===== src/rtl/sqe_pkg.sv =====
package sqe_pkg;

  typedef enum logic [1:0] {
    PSEL_ATTACH = 2'b00,
    PSEL_SERIAL = 2'b01,
    PSEL_TPAIR  = 2'b10,
    PSEL_TPAIR2 = 2'b11
  } psel_e;

  typedef enum logic {
    HB_IDLE = 1'b0,
    HB_WAIT = 1'b1
  } hb_state_e;

endpackage


===== src/rtl/sqe_window_timer.sv =====
module sqe_window_timer
  import sqe_pkg::*;
#(
  parameter int unsigned WINDOW_BITS = 20
) (
  input  logic clk,
  input  logic rst_n,
  input  logic end_i,
  input  logic arm_i,
  input  logic start_i,
  input  logic col_i,
  input  logic tick_i,
  output logic pending_o,
  output logic miss_o
);
  localparam int unsigned CNT_W = $clog2(WINDOW_BITS + 1);
  localparam logic [CNT_W-1:0] LAST = CNT_W'(WINDOW_BITS - 1);

  hb_state_e        state_q, state_d;
  logic [CNT_W-1:0] cnt_q, cnt_d;
  logic             cnt_en;
  logic             miss_q, miss_d;

  always_comb begin
    state_d = state_q;
    cnt_d   = cnt_q;
    cnt_en  = 1'b0;
    miss_d  = 1'b0;
    if (end_i) begin
      state_d = arm_i ? HB_WAIT : HB_IDLE;
      cnt_d   = '0;
      cnt_en  = 1'b1;
    end else if (state_q == HB_WAIT) begin
      if (col_i || start_i) begin
        state_d = HB_IDLE;
      end else if (tick_i) begin
        if (cnt_q == LAST) begin
          state_d = HB_IDLE;
          miss_d  = 1'b1;
        end else begin
          cnt_d  = cnt_q + 1'b1;
          cnt_en = 1'b1;
        end
      end
    end
  end

  always_ff @(posedge clk or negedge rst_n) begin
    if (!rst_n) begin
      state_q <= HB_IDLE;
      miss_q  <= 1'b0;
    end else begin
      state_q <= state_d;
      miss_q  <= miss_d;
    end
  end

  always_ff @(posedge clk or negedge rst_n) begin
    if (!rst_n)      cnt_q <= '0;
    else if (cnt_en) cnt_q <= cnt_d;
  end

  assign pending_o = (state_q == HB_WAIT);
  assign miss_o    = miss_q;

  assert_window_expiry_R3: assert property (@(posedge clk) disable iff (!rst_n)
    (pending_o && !end_i && !col_i && !start_i && tick_i && cnt_q == LAST) |=> miss_o);

  assert_heartbeat_clears_R2: assert property (@(posedge clk) disable iff (!rst_n)
    (pending_o && col_i && !end_i) |=> (!miss_o && !pending_o));

  assert_start_aborts_R7: assert property (@(posedge clk) disable iff (!rst_n)
    (pending_o && start_i && !end_i) |=> (!miss_o && !pending_o));

  assert_single_pulse_R8: assert property (@(posedge clk) disable iff (!rst_n)
    miss_o |=> !miss_o);

  assert_restart_R9: assert property (@(posedge clk) disable iff (!rst_n)
    (end_i && arm_i) |=> (pending_o && !miss_o));
endmodule


===== config.mk =====
export PLATFORM = sky130hd
export DESIGN_NAME = sqe_window_timer
export DESIGN_NICKNAME = d
export VERILOG_FILES = /design/src/rtl/sqe_pkg.sv /design/src/rtl/sqe_window_timer.sv
export SDC_FILE = /design/constraint.sdc
export NUM_CORES = 1
export LEC_CHECK = 0
export CORE_AREA = 2 2 39 41
export DETAILED_ROUTE_END_ITERATION = 7
export DIE_AREA = 0 0 41 43
export GPL_ROUTABILITY_DRIVEN = 0
export GPL_TIMING_DRIVEN = 0
export PLACE_DENSITY_LB_ADDON = 0.1
export SYNTH_ARGS = -nofsm -noshare
export SYNTH_HDL_FRONTEND = slang
export SYNTH_SLANG_ARGS = --single-unit

===== constraint.sdc =====
create_clock -name clk -period 3.17 [get_ports clk]
set_input_delay 0.7925 -clock clk [delete_from_list [all_inputs] [get_ports clk]]
set_output_delay 0.7925 -clock clk [all_outputs]
set_load 0.005 [all_outputs]

==> metrics, run 1 <==
sequential share of the synthesized area 44.0%; critical path endpoint category register; Ant. Diodes 0; Die Span Y 43 um; post-synthesis cell type count 23; FF+latch count, synth 7; power per cell area 373 mW/mm^2; Clock Skews 0.00355 ns; Max H-tree Level 1; drt wl/cell 12.6 um; vias in the first global route 306; Row Count 14; commonest non-fill, non-tap cell in the layout clkdlybuf4s50_1; placed cells 61; Mapped Cells 37; final hold vios 0; Leakage 0.243 nW; Internal 0.000150 W; Slew Limit Fails 0; worst reg-to-reg path cell count 4; Final period util 62.2%; clk_lat worst skew 0.26 ns; fin cells 65; cells along the critical path clkdlybuf4s50_1 -> and4bb_2 -> nor2b_4 -> mux2_1; core area 0.00138 mm^2; CP required 3.31 ns; antenna violations before repair 0; CP max stage delay 0.48 ns; Routed Antenna Nets 0; Tot GR Track Use 11.8%; layout cells sized above 1 14.3%; Worst Path Buf+Inv 1; CTS clk-pin slew, worst paths 0.06 ns; Syn Std Cell Area 398 um^2; CTS resizes 0; worst relative slew slack 74.0%; first-pass GRT wire length 1.28 mm; postcts setup bufs 0; largest net degree at the start of global routing 11; nature of the critical path startpoint input port; CTS Hold Bufs 0; CTS max path bufs 2; Area Growth Syn to Fin 31.8%; Initial Utilization 28.8%; Final #Nets 58; Clk pwr share 43.7%; DRC 0; hold depth 2; CP delay by family, top simple AND/OR/NAND/NOR gates; r2r setup slk 1.65 ns; DR pass1 iterations 4; pin slew with the least headroom to its limit 0.390 ns; CTS buffer count 3; Net Sw Frac 23.1%; worst hold path type reg -> reg; Detailed Route WL 818 um; Clock Tree Root clkbuf_4; global route total overflow 0; Avg Cell Area, Syn 10.8 um^2; CTS tree built; Combinational Power Share 9.5%; Worst path depth 4; die area 0.00176 mm^2; CP Data Arrival Time 2.11 ns; Syn. warnings 0; most frequent cells in the layout 8 x clkdlybuf4s50_1, 7 x dfrtp_1, 4 x nor2_1; # Max-Cap Violations 0; num ports 9; Final Critical Period 1.97 ns; fmax 507 MHz; Vias 322; status complete, no violations; Setup TNS 0 ns; Critical Path Fanout Max 6; Peak VDD IR 93.1 uV; Flop pwr share 46.8%; final setup vio count 0; vias per cell 4.95; # clock sinks 7; Syn Nets 45; detailed router's first-iteration violation count 11; total net switching power 0.0000450 W; critical path type in -> reg; port bufs 8; RSZ-0062 raised after global routing no; slowest cell on the critical path clkdlybuf4s50_1; Die W 41 um
-- routing by layer --
| metal | up-vias | track usage, % | routed length [um] |
|---|---|---|---|
| li1 | 155 | - | - |
| met1 | 156 | 12.7 | 340 |
| met2 | 9 | 15.9 | 398 |
| met3 | 2 | 4.71 | 65 |
| met4 | 0 | 12.0 | 12 |
| met5 | - | 0 | 0 |
-- area by class of cell --
cell class,instances,area (um^2)
repair buffers,8,80.1
multi-input cells,28,215
flip-flops and latches,7,175
plain buffers,1,3.75
clock buffers,4,26.3
fillers,142,860
inverters,1,3.75
well taps,16,20.0
-- flip-flops by register name, indices dropped and copies added, names as in the netlist --
register / count
cnt_q: 5
pending_o: 1
miss_o: 1
-- logic make-up (layout without fill, tap and decap cells) --
logic type | after synthesis | after routing | share of synthesized area (%)
multiplexers | 3 | 3 | 9.12
AND/OR/NAND/NOR | 19 | 19 | 32.7
buffers and inverters | 2 | 14 | 1.88
AO/OA/AOI/OAI | 5 | 5 | 9.12
adder cells (fa/ha/maj) | 1 | 1 | 3.14
flip-flops | 7 | 7 | 44.0
-- per-stage QoR --
| step | utilization, % | hold slack, ns | instance area [um^2] | power, W | setup WS [ns] |
|---|---|---|---|---|---|
| 2_1_floorplan | - | 0.497 | 398 | 0.0000991 | 1.43 |
| 4_1_cts | 37.9 | 0.582 | 524 | 0.000198 | 1.20 |
| 3_5_place_dp | 36.0 | 0.574 | 498 | 0.000112 | 0.927 |
| 5_1_grt | 37.9 | 0.613 | 524 | 0.000207 | 1.17 |
| 3_3_place_gp | 36.0 | 0.556 | 498 | 0.000111 | 0.955 |
| 6_report | 37.9 | 0.573 | 524 | 0.000195 | 1.20 |
-- synthesized netlist by cell type --
library cell	number	share of area, %
and3_1	1	1.6
ha_1	1	3.1
and4bb_1	1	3.1
nand2_1	2	1.9
nand4_2	1	3.1
dfrtp_1	7	44
a21oi_1	2	2.5
inv_1	1	0.94
mux2_4	1	3.8
a41o_1	1	2.5
a22o_1	1	2.2
nor2_1	4	3.8
and4bb_2	1	3.1
mux2_1	1	2.8
nand3_1	1	1.3
nor2b_4	1	3.5
clkbuf_1	1	0.94
or3b_1	1	2.2
nor2b_1	2	3.1
a21o_1	1	1.9
nor3_1	1	1.3
mux2i_1	1	2.5
nand2b_1	3	4.7
-- power groups by stage --
| stage | Sequential, W | Clock [W] | Combinational [W] |
|---|---|---|---|
| 6_report | 0.0000914 | 0.0000854 | 0.0000186 |
| 2_1_floorplan | 0.0000929 | 0 | 0.00000622 |
| 3_3_place_gp | 0.0000928 | 0 | 0.0000182 |
| 5_1_grt | 0.0000915 | 0.0000949 | 0.0000206 |
| 3_5_place_dp | 0.0000929 | 0 | 0.0000188 |
| 4_1_cts | 0.0000914 | 0.0000878 | 0.0000189 |
-- path summary, 6_finish.rpt --
check | start | end
worst max register to register | cnt_q[0] | cnt_q[0]
worst max-delay path | tick_i | cnt_q[0]
max in group asynchronous | rst_n | cnt_q[4]
min in group asynchronous | rst_n | pending_o
worst min register to register | cnt_q[1] | cnt_q[1]
worst min-delay path | cnt_q[1] | cnt_q[1]
-- tightest hold or removal path, delay by kind of cell, from the launching register on --
kind	cells	cell delay, ns
muxes	1	0.06
and+or+nand+nor	1	0.08
DFF	1	0.39
No activity file was read; power rests on OpenSTA's default activity.
==> run 2, diff against run 1 <==
==> constraint.sdc (replaced) <==
create_clock -name clk -period 2 [get_ports clk]
set_input_delay 0.5 -clock clk [delete_from_list [all_inputs] [get_ports clk]]
set_output_delay 0.5 -clock clk [all_outputs]
set_load 0.005 [all_outputs]
==> results of run 2 <==
Same layout as run 1 (identical final DEF). Status: complete, no violations.
Main changes from that run: setup slack after placement 0.927 ns -> 0.0498 ns; setup slack after layout 1.20 ns -> 0.319 ns; hold slack 0.573 ns -> 0.503 ns; register-to-register setup slack 1.65 ns -> 0.48 ns; total power 0.000195 W -> 0.000310 W; worst IR drop on VDD 93.1 uV -> 148 uV
==> run 3, diff against run 2 <==
==> constraint.sdc (replaced) <==
create_clock -name clk -period 1.72 [get_ports clk]
set_input_delay 0.43 -clock clk [delete_from_list [all_inputs] [get_ports clk]]
set_output_delay 0.43 -clock clk [all_outputs]
set_load 0.005 [all_outputs]
==> results of run 3 <==
Same layout as run 1 (identical final DEF). Status: complete, no violations.
Main changes from that run: setup slack after placement 0.927 ns -> -0.160 ns; setup slack after layout 1.20 ns -> 0.109 ns; hold slack 0.573 ns -> 0.433 ns; register-to-register setup slack 1.65 ns -> 0.20 ns; total power 0.000195 W -> 0.000360 W; worst IR drop on VDD 93.1 uV -> 172 uV
